**src/rtl/stm_pkg.sv**
```systemverilog
// Package: shared constants and helpers for the system timer.
// Assumes the count is at least 3 bits wide so a microsecond view exists.
package stm_pkg;
    // Unit select values carried on the per-channel unit input
    localparam logic UNIT_Q  = 1'b0;   // 250 ns ticks
    localparam logic UNIT_US = 1'b1;   // 1 us (four ticks)
    // Ticks per microsecond expressed as a shift
    localparam int US_SHIFT = 2;
endpackage

```
**src/rtl/stm_tick_gen.sv**
```systemverilog
// Module: stm_tick_gen
// Divides the system clock into a one-cycle tick every TICK_DIV clocks.
// A restart strobe clears the phase so the next tick is a full period away.
// Assumes TICK_DIV >= 1; TICK_DIV == 1 ticks on every clock.
module stm_tick_gen #(
    parameter int TICK_DIV = 4
) (
    input  logic clk,
    input  logic rst_n,
    input  logic restart,
    output logic tick
);
    generate
        if (TICK_DIV == 1) begin : g_direct
            // No division needed: every clock is a tick
            assign tick = 1'b1;
        end else begin : g_div
            localparam int DIV_W = $clog2(TICK_DIV);
            localparam logic [DIV_W-1:0] DIV_LAST = DIV_W'(TICK_DIV - 1);
            logic [DIV_W-1:0] phase;

            assign tick = (phase == DIV_LAST) && !restart;

            // Phase counter: wraps at the divide ratio, cleared on restart
            always_ff @(posedge clk) begin
                if (!rst_n || restart || phase == DIV_LAST) begin
                    phase <= '0;
                end else begin
                    phase <= phase + 1'b1;
                end
            end

            // phase never leaves its range
            p_phase_range_r2: assert property (@(posedge clk) disable iff (!rst_n)
                phase <= DIV_LAST);
            // a restart always puts the phase back to zero
            p_restart_phase_r8: assert property (@(posedge clk) disable iff (!rst_n)
                restart |=> phase == '0);
        end
    endgenerate
endmodule

```
**src/rtl/stm_counter.sv**
```systemverilog
// Module: stm_counter
// Holds the free-running count in 250 ns ticks. It loads an external value
// on a sync strobe and flags the following cycle for channel re-evaluation.
// Assumes the sync strobe is a single-cycle pulse.
module stm_counter #(
    parameter int CNT_W = 32
) (
    input  logic             clk,
    input  logic             rst_n,
    input  logic             tick,
    input  logic             sync_ld,
    input  logic [CNT_W-1:0] sync_val,
    output logic [CNT_W-1:0] count,
    output logic             reeval
);
    // Count register: load wins over increment; increment wraps mod 2^CNT_W
    always_ff @(posedge clk) begin
        if (!rst_n) begin
            count <= '0;
        end else if (sync_ld) begin
            count <= sync_val;
        end else if (tick) begin
            count <= count + 1'b1;
        end
    end

    // Re-evaluation marker: high in the first cycle the loaded value is visible
    always_ff @(posedge clk) begin
        if (!rst_n) begin
            reeval <= 1'b0;
        end else begin
            reeval <= sync_ld;
        end
    end

    // a tick without a load steps the count by one
    p_count_step_r2: assert property (@(posedge clk) disable iff (!rst_n)
        (tick && !sync_ld) |=> count == $past(count) + 1'b1);
    // no tick and no load leaves the count alone
    p_count_hold_r2: assert property (@(posedge clk) disable iff (!rst_n)
        (!tick && !sync_ld) |=> $stable(count));
    // a load shows the loaded value on the next cycle
    p_sync_load_r8: assert property (@(posedge clk) disable iff (!rst_n)
        sync_ld |=> count == $past(sync_val));
endmodule

```
**src/rtl/stm_channel.sv**
```systemverilog
// Module: stm_channel
// One compare channel. A written target is tested against a recent-past
// window in its own units and either fires on the next clock or is armed.
// An armed target fires on first match, or at a re-evaluation if the loaded
// count has passed it within the window. Firing disarms the channel.
// Assumes WIN_Q < 2^CNT_W and WIN_US < 2^(CNT_W-2).
module stm_channel
    import stm_pkg::*;
#(
    parameter int CNT_W  = 32,
    parameter int WIN_Q  = 4194304,
    parameter int WIN_US = 4294967
) (
    input  logic             clk,
    input  logic             rst_n,
    input  logic [CNT_W-1:0] now,
    input  logic             reeval,
    input  logic             wr_en,
    input  logic             wr_us,
    input  logic [CNT_W-1:0] wr_tgt,
    input  logic             clr,
    output logic             pulse,
    output logic             flag
);
    localparam int US_W = CNT_W - US_SHIFT;
    localparam logic [CNT_W-1:0] WIN_Q_V  = CNT_W'(WIN_Q);
    localparam logic [US_W-1:0]  WIN_US_V = US_W'(WIN_US);

    logic [US_W-1:0]  now_us;
    logic             armed;
    logic             arm_us;
    logic [CNT_W-1:0] arm_tgt;
    logic [CNT_W-1:0] wr_diff_q;
    logic [US_W-1:0]  wr_diff_us;
    logic [CNT_W-1:0] arm_diff_q;
    logic [US_W-1:0]  arm_diff_us;
    logic             wr_past;
    logic             arm_past;
    logic             arm_match;
    logic             fire;

    assign now_us = now[CNT_W-1:US_SHIFT];

    // Window test for the target being written now
    always_comb begin
        wr_diff_q  = now - wr_tgt;
        wr_diff_us = now_us - wr_tgt[US_W-1:0];
        wr_past    = (wr_us == UNIT_US) ? (wr_diff_us < WIN_US_V) : (wr_diff_q < WIN_Q_V);
    end

    // Match and window test for the stored, armed target
    always_comb begin
        arm_diff_q  = now - arm_tgt;
        arm_diff_us = now_us - arm_tgt[US_W-1:0];
        arm_past    = (arm_us == UNIT_US) ? (arm_diff_us < WIN_US_V) : (arm_diff_q < WIN_Q_V);
        arm_match   = (arm_us == UNIT_US) ? (now_us == arm_tgt[US_W-1:0]) : (now == arm_tgt);
    end

    // Fire decision: a write takes priority over the old armed target
    always_comb begin
        if (wr_en) begin
            fire = wr_past;
        end else begin
            fire = armed && (arm_match || (reeval && arm_past));
        end
    end

    // Target storage and arm state
    always_ff @(posedge clk) begin
        if (!rst_n) begin
            armed   <= 1'b0;
            arm_us  <= UNIT_Q;
            arm_tgt <= '0;
        end else if (wr_en) begin
            armed   <= !wr_past;
            arm_us  <= wr_us;
            arm_tgt <= wr_tgt;
        end else if (fire) begin
            armed   <= 1'b0;
        end
    end

    // Event pulse: one clock per fire
    always_ff @(posedge clk) begin
        if (!rst_n) begin
            pulse <= 1'b0;
        end else begin
            pulse <= fire;
        end
    end

    // Sticky flag: set by a fire, cleared by a write of one; set wins
    always_ff @(posedge clk) begin
        if (!rst_n) begin
            flag <= 1'b0;
        end else begin
            flag <= fire || (flag && !clr);
        end
    end

    // a tick-unit write inside the window fires on the next clock
    p_imm_fire_r4: assert property (@(posedge clk) disable iff (!rst_n)
        (wr_en && wr_us == UNIT_Q && (now - wr_tgt) < WIN_Q_V) |=> pulse);
    // a microsecond write inside the window fires on the next clock
    p_imm_fire_r5: assert property (@(posedge clk) disable iff (!rst_n)
        (wr_en && wr_us == UNIT_US && (now_us - wr_tgt[US_W-1:0]) < WIN_US_V) |=> pulse);
    // a pulse is never followed by another unless a new write came in
    p_one_shot_r7: assert property (@(posedge clk) disable iff (!rst_n)
        (pulse && !wr_en) |=> !pulse);
    // the flag holds while no clear is requested
    p_flag_sticky_r10: assert property (@(posedge clk) disable iff (!rst_n)
        (flag && !clr) |=> flag);
    // every pulse is accompanied by a set flag
    p_flag_with_pulse_r10: assert property (@(posedge clk) disable iff (!rst_n)
        pulse |-> flag);
endmodule

```
**src/rtl/stm_timer.sv**
```systemverilog
// Module: stm_timer (top)
// System timer with NUM_CH past-qualified compare channels on a shared
// 250 ns count. The count is re-alignable by a load strobe.
// Assumes the clock runs at TICK_DIV x 4 MHz so a tick is 250 ns.
module stm_timer
    import stm_pkg::*;
#(
    parameter int NUM_CH   = 4,
    parameter int CNT_W    = 32,
    parameter int TICK_DIV = 4,
    parameter int WIN_Q    = 4194304,
    parameter int WIN_US   = 4294967
) (
    input  logic                    clk,
    input  logic                    rst_n,
    input  logic                    sync_ld,
    input  logic [CNT_W-1:0]        sync_val,
    input  logic [NUM_CH-1:0]       cmp_wr,
    input  logic [NUM_CH-1:0]       cmp_us,
    input  logic [NUM_CH*CNT_W-1:0] cmp_tgt,
    input  logic [NUM_CH-1:0]       flag_clr,
    output logic [NUM_CH-1:0]       evt_pulse,
    output logic [NUM_CH-1:0]       evt_flag,
    output logic [CNT_W-1:0]        now_ticks
);
    logic tick;
    logic reeval;

    stm_tick_gen #(.TICK_DIV(TICK_DIV)) u_tick (
        .clk     (clk),
        .rst_n   (rst_n),
        .restart (sync_ld),
        .tick    (tick)
    );

    stm_counter #(.CNT_W(CNT_W)) u_count (
        .clk      (clk),
        .rst_n    (rst_n),
        .tick     (tick),
        .sync_ld  (sync_ld),
        .sync_val (sync_val),
        .count    (now_ticks),
        .reeval   (reeval)
    );

    generate
        for (genvar ch = 0; ch < NUM_CH; ch++) begin : g_ch
            stm_channel #(
                .CNT_W  (CNT_W),
                .WIN_Q  (WIN_Q),
                .WIN_US (WIN_US)
            ) u_ch (
                .clk    (clk),
                .rst_n  (rst_n),
                .now    (now_ticks),
                .reeval (reeval),
                .wr_en  (cmp_wr[ch]),
                .wr_us  (cmp_us[ch]),
                .wr_tgt (cmp_tgt[ch*CNT_W +: CNT_W]),
                .clr    (flag_clr[ch]),
                .pulse  (evt_pulse[ch]),
                .flag   (evt_flag[ch])
            );

            // a channel with no write, no armed match path and no
            // re-evaluation keeps its flag unless it is cleared
            p_chan_isolated_r11: assert property (@(posedge clk) disable iff (!rst_n)
                (evt_flag[ch] && !flag_clr[ch]) |=> evt_flag[ch]);
        end
    endgenerate

    // outputs are quiet on the first cycle after reset
    p_reset_quiet_r1: assert property (@(posedge clk)
        !rst_n |=> (evt_pulse == '0 && evt_flag == '0 && now_ticks == '0));
endmodule

```
**config.mk**
```make
export PLATFORM = sky130hd
export DESIGN_NAME = stm_timer
export DESIGN_NICKNAME = d
export VERILOG_FILES = /design/src/rtl/stm_pkg.sv /design/src/rtl/stm_tick_gen.sv /design/src/rtl/stm_counter.sv /design/src/rtl/stm_channel.sv /design/src/rtl/stm_timer.sv
export SDC_FILE = /design/constraint.sdc
export NUM_CORES = 1
export LEC_CHECK = 0
export BUFFER_PORTS_ARGS = -buffer_cell sky130_fd_sc_hd__buf_2
export CAP_MARGIN = 20
export CELL_PAD_IN_SITES_DETAIL_PLACEMENT = 2
export CELL_PAD_IN_SITES_GLOBAL_PLACEMENT = 2
export CORE_AREA = 3 3 277 333
export DETAILED_ROUTE_END_ITERATION = 10
export DIE_AREA = 0 0 280 336
export HOLD_SLACK_MARGIN = 0.06
export PLACE_DENSITY = 0.91
export SLEW_MARGIN = 10
export SYNTH_ARGS = -nofsm -noshare
export SYNTH_HDL_FRONTEND = slang
export SYNTH_HIERARCHICAL = 1
export SYNTH_SLANG_ARGS = --single-unit
```
**constraint.sdc**
```tcl
create_clock -name clk -period 5.1 [get_ports clk]
set_clock_uncertainty 0.1 [all_clocks]
set_input_delay 0.765 -clock clk [delete_from_list [all_inputs] [get_ports clk]]
set_output_delay 0.765 -clock clk [all_outputs]
set_load 0.02 [all_outputs]
```
==> summary.md <==
| Metric | Value |
|---|---|
| Fmax | `192.8 MHz` |
| Switching power total | `4.665 mW` |
| Tightest Pin Transition | `1055 ps` |
| Layout cells sized above 1 | `0.08808` |
| Avg Inst Size Synth | `7.304 sq um` |
| Core Area | `0.08934 sq mm` |
| Clock transition at path regs | `90 ps` |
| Sequential cell area | `0.003621 sq mm` |
| Initial antenna violation count | `18` |
| Unrepaired setup endpoints after global routing | `no` |
| PortBufs | `214` |
| Number of global-route vias before repair | `47160` |
| Sum Neg Setup Slack | `-132.3 ps` |
| Relative slew slack | `0.2968` |
| Max Root-Sink Buffers | `2` |
| Placed insts | `5791` |
| Pwr Total | `8.684 mW` |
| Seq/Total Area, Yosys | `0.1088` |
| Worst setup margin | `-87.96 ps` |
| Final WL | `205900 um` |
| Number of synthesized register bits | `179` |
| Via-per-instance ratio | `7.360` |
| Synth Cell Area | `0.03293 sq mm` |
| Clock sink total | `179` |
| Cell variety after synth | `114` |
| Largest net degree at the start of global routing | `38` |
| DP Wirelength | `139800 um` |
| Nets | `5314` |
| Async set or reset register ratio after synthesis | `0` |
| Area post-placement | `0.03533 sq mm` |
| Mapped Cells | `4508` |
| Hold Crit Class | `in -> reg` |
| Sequential share of power | `0.197` |
| CTS tree | `built` |
| Max Slew Vio Count | `0` |
| # setup viols final | `2` |
| DP Worst Slack | `486.0 ps` |
| Arr. time, crit path | `5570 ps` |
| CP max FO | `17` |
| First-pass GRT wire length | `303900 um` |
| CP Capture Type | `flip-flop` |
| Critical path class | `reg -> reg` |
| Tcrit/Tclk final | `1.017` |
| # hold bufs at CTS | `0` |
| Core Util, Final | `0.4029` |
| I/O pins | `215` |
| Leakage | `16.43 nW` |
| Gr ovfl total | `0` |
| Final Non-Filler Cells | `5837` |
| Ys flop type | `dfxtp_1` |
| Maximum vdd ir drop | `0.3166 mV` |
| Pint | `4.019 mW` |
| Initial Utilization | `0.3686` |
| Ys Warns | `6` |
| Starting DRC count in detailed routing | `4175` |
| Required time worst endpoint | `5480 ps` |
| Status | `complete, but fails checks` |
| Combinational Power Share | `0.634` |
| Num CTS Buffers | `17` |
| GP Congestion | `0.9454` |
| Core Rows | `120` |
| Area Growth Syn to Fin | `9.321%` |
| Failing checks | `DRC, setup timing` |
| Total Routing Usage GR | `0.4215` |
| Antenna Nets Post-Route | `0` |
| Hold_ws | `377.8 ps` |
| DRT Pass-1 Iters | `9` |
| Power Dens Cells | `241.2 mW/mm^2` |
| Max_cap viols | `0` |
| Fin crit period | `5188 ps` |
| Later-pin clock latency in the skew report | `560 ps` |
| Clk pwr share | `0.169` |
| Via count | `42960` |
| Syn nets | `5169` |
| Die width | `280 um` |
| Filler cell count | `10270` |
| Final Hold Viols | `0` |
| DRC | `2` |
| Sw Ratio | `0.5372` |
| Clock tree root driver cell | `clkbuf_16` |
| Die Ht | `336 um` |
| H-Tree Depth | `4` |
| Design area | `0.03600 sq mm` |
| Critical Path Start Type | `flip-flop` |
| Number of flops mapped to enable cells by yosys | `0` |
| Drt wl/cell | `35.28 um` |
| Die area | `0.09408 sq mm` |
| Area of the multi-input gates | `0.02744 sq mm` |
## per-layer routing
layer	share of wire	global-route usage	up-vias
met2	0.46	0.6933	3090
met3	0.091	0.1124	1358
met1	0.36	0.4560	21200
met4	0.095	0.3420	6
met5	0.00018	0	-
li1	-	-	17310
## cells in the mapped netlist, drive strengths merged (16+ instances only)
cell type / number / share of area
ha: 478 / 0.18
a21oi: 398 / 0.061
nor2: 343 / 0.039
inv: 341 / 0.039
nand2: 335 / 0.038
o21ai: 270 / 0.041
dfxtp: 179 / 0.11
mux2i: 165 / 0.050
a21o: 144 / 0.033
nand3: 131 / 0.020
clkbuf: 124 / 0.014
nand4: 120 / 0.023
nor3: 114 / 0.017
xnor2: 105 / 0.028
nor2b: 81 / 0.015
xor2: 79 / 0.021
a211oi: 76 / 0.018
o211ai: 73 / 0.017
nand2b: 68 / 0.013
o21a: 68 / 0.016
a31oi: 63 / 0.012
and3: 56 / 0.011
o21bai: 38 / 0.0087
or3: 36 / 0.0068
o31ai: 35 / 0.0084
nor4: 32 / 0.0061
a211o: 31 / 0.0082
and2: 31 / 0.0059
nand3b: 29 / 0.0066
a2111oi: 26 / 0.0098
and4: 25 / 0.0067
buf: 23 / 0.0043
a311oi: 22 / 0.0060
o2111ai: 21 / 0.0056
nor3b: 20 / 0.0047
a221oi: 19 / 0.0054
o41ai: 17 / 0.0057
a21boi: 16 / 0.0036
or4: 16 / 0.0036
## state kept, by name, indices dropped and copies added, names as in the netlist
register,cells
g_ch.u_ch/pulse,4
g_ch.u_ch/flag,4
u_tick/g_div.phase,2
u_count/reeval,1
u_count/count,32
g_ch.u_ch/armed,4
g_ch.u_ch/arm_tgt,128
g_ch.u_ch/arm_us,4
## worst max-delay path, stage by stage, from the launching register on
cell	delay [ps]
dfxtp_2	940
ha_1	490
nand4_1	260
a211oi_1	100
or3_1	650
a2111oi_0	770
nor2_1	180
mux2i_1	170
or4_1	540
a211oi_1	380
nor3_1	220
a221oi_2	270
## layout make-up
cell class / instances / share of cell area
diodes: 12 / 0.0008342
well taps: 1159 / 0.04029
clock inverters: 12 / 0.003128
multi-input cells: 3837 / 0.7623
repair buffers: 273 / 0.04387
clock buffers: 20 / 0.01297
flip-flops and latches: 179 / 0.1006
inverters: 345 / 0.03598
## what timing repair did
item / in CTS / in global routing
setup endpoints to repair: 0 / 1
buffers inserted: 0 / 0
resized for setup: 0 / 1
## final timing paths
kind	from	end	slack, ps	cells past startpoint
max reg2reg	u_count/count[7]$_SDFFE_PN0P_	g_ch[0].u_ch/flag$_SDFF_PN0_	-90	11
min	cmp_tgt[30]	g_ch[0].u_ch/arm_tgt[30]$_SDFFE_PN0P_	380	3
max	u_count/count[7]$_SDFFE_PN0P_	g_ch[0].u_ch/flag$_SDFF_PN0_	-90	11
min reg2reg	u_tick/g_div.phase[0]$_SDFF_PP0_	u_tick/g_div.phase[0]$_SDFF_PP0_	390	1
## cells by family after synthesis
logic type | synth area share
mux | 0.05426
fa+ha+maj | 0.1865
compound gates | 0.3089
buf+inv | 0.05776
simple gates | 0.2348
flops | 0.1088
xor+xnor | 0.04894
## layout by cell type, fill, tap and decap left out, types with 70 or more instances in the layout
| cell type | Yosys | routed |
|---|---|---|
| xor2_1 | 79 | 79 |
| a211oi_1 | 72 | 72 |
| mux2i_1 | 165 | 165 |
| nor2b_1 | 81 | 81 |
| xnor2_1 | 105 | 105 |
| a21oi_1 | 394 | 394 |
| inv_1 | 341 | 341 |
| buf_2 | 13 | 214 |
| ha_1 | 478 | 478 |
| nand4_1 | 118 | 118 |
| nand3_1 | 131 | 131 |
| o21ai_0 | 247 | 247 |
| a21o_1 | 144 | 144 |
| nand2_1 | 335 | 335 |
| dfxtp_1 | 179 | 151 |
| nor3_1 | 113 | 113 |
| o211ai_1 | 70 | 70 |
| nor2_1 | 342 | 342 |
## power by group through the flow
stage | Clock [mW] | Sequential, mW | Combinational, mW
finish | 1.47 | 1.71 | 5.50
global route | 1.53 | 1.70 | 5.74
CTS | 1.47 | 1.68 | 5.20
detailed placement | 0 | 1.70 | 4.88
global placement | 0 | 1.69 | 4.45
floorplan | 0 | 1.64 | 3.29
(Power assumes the default switching activity.)
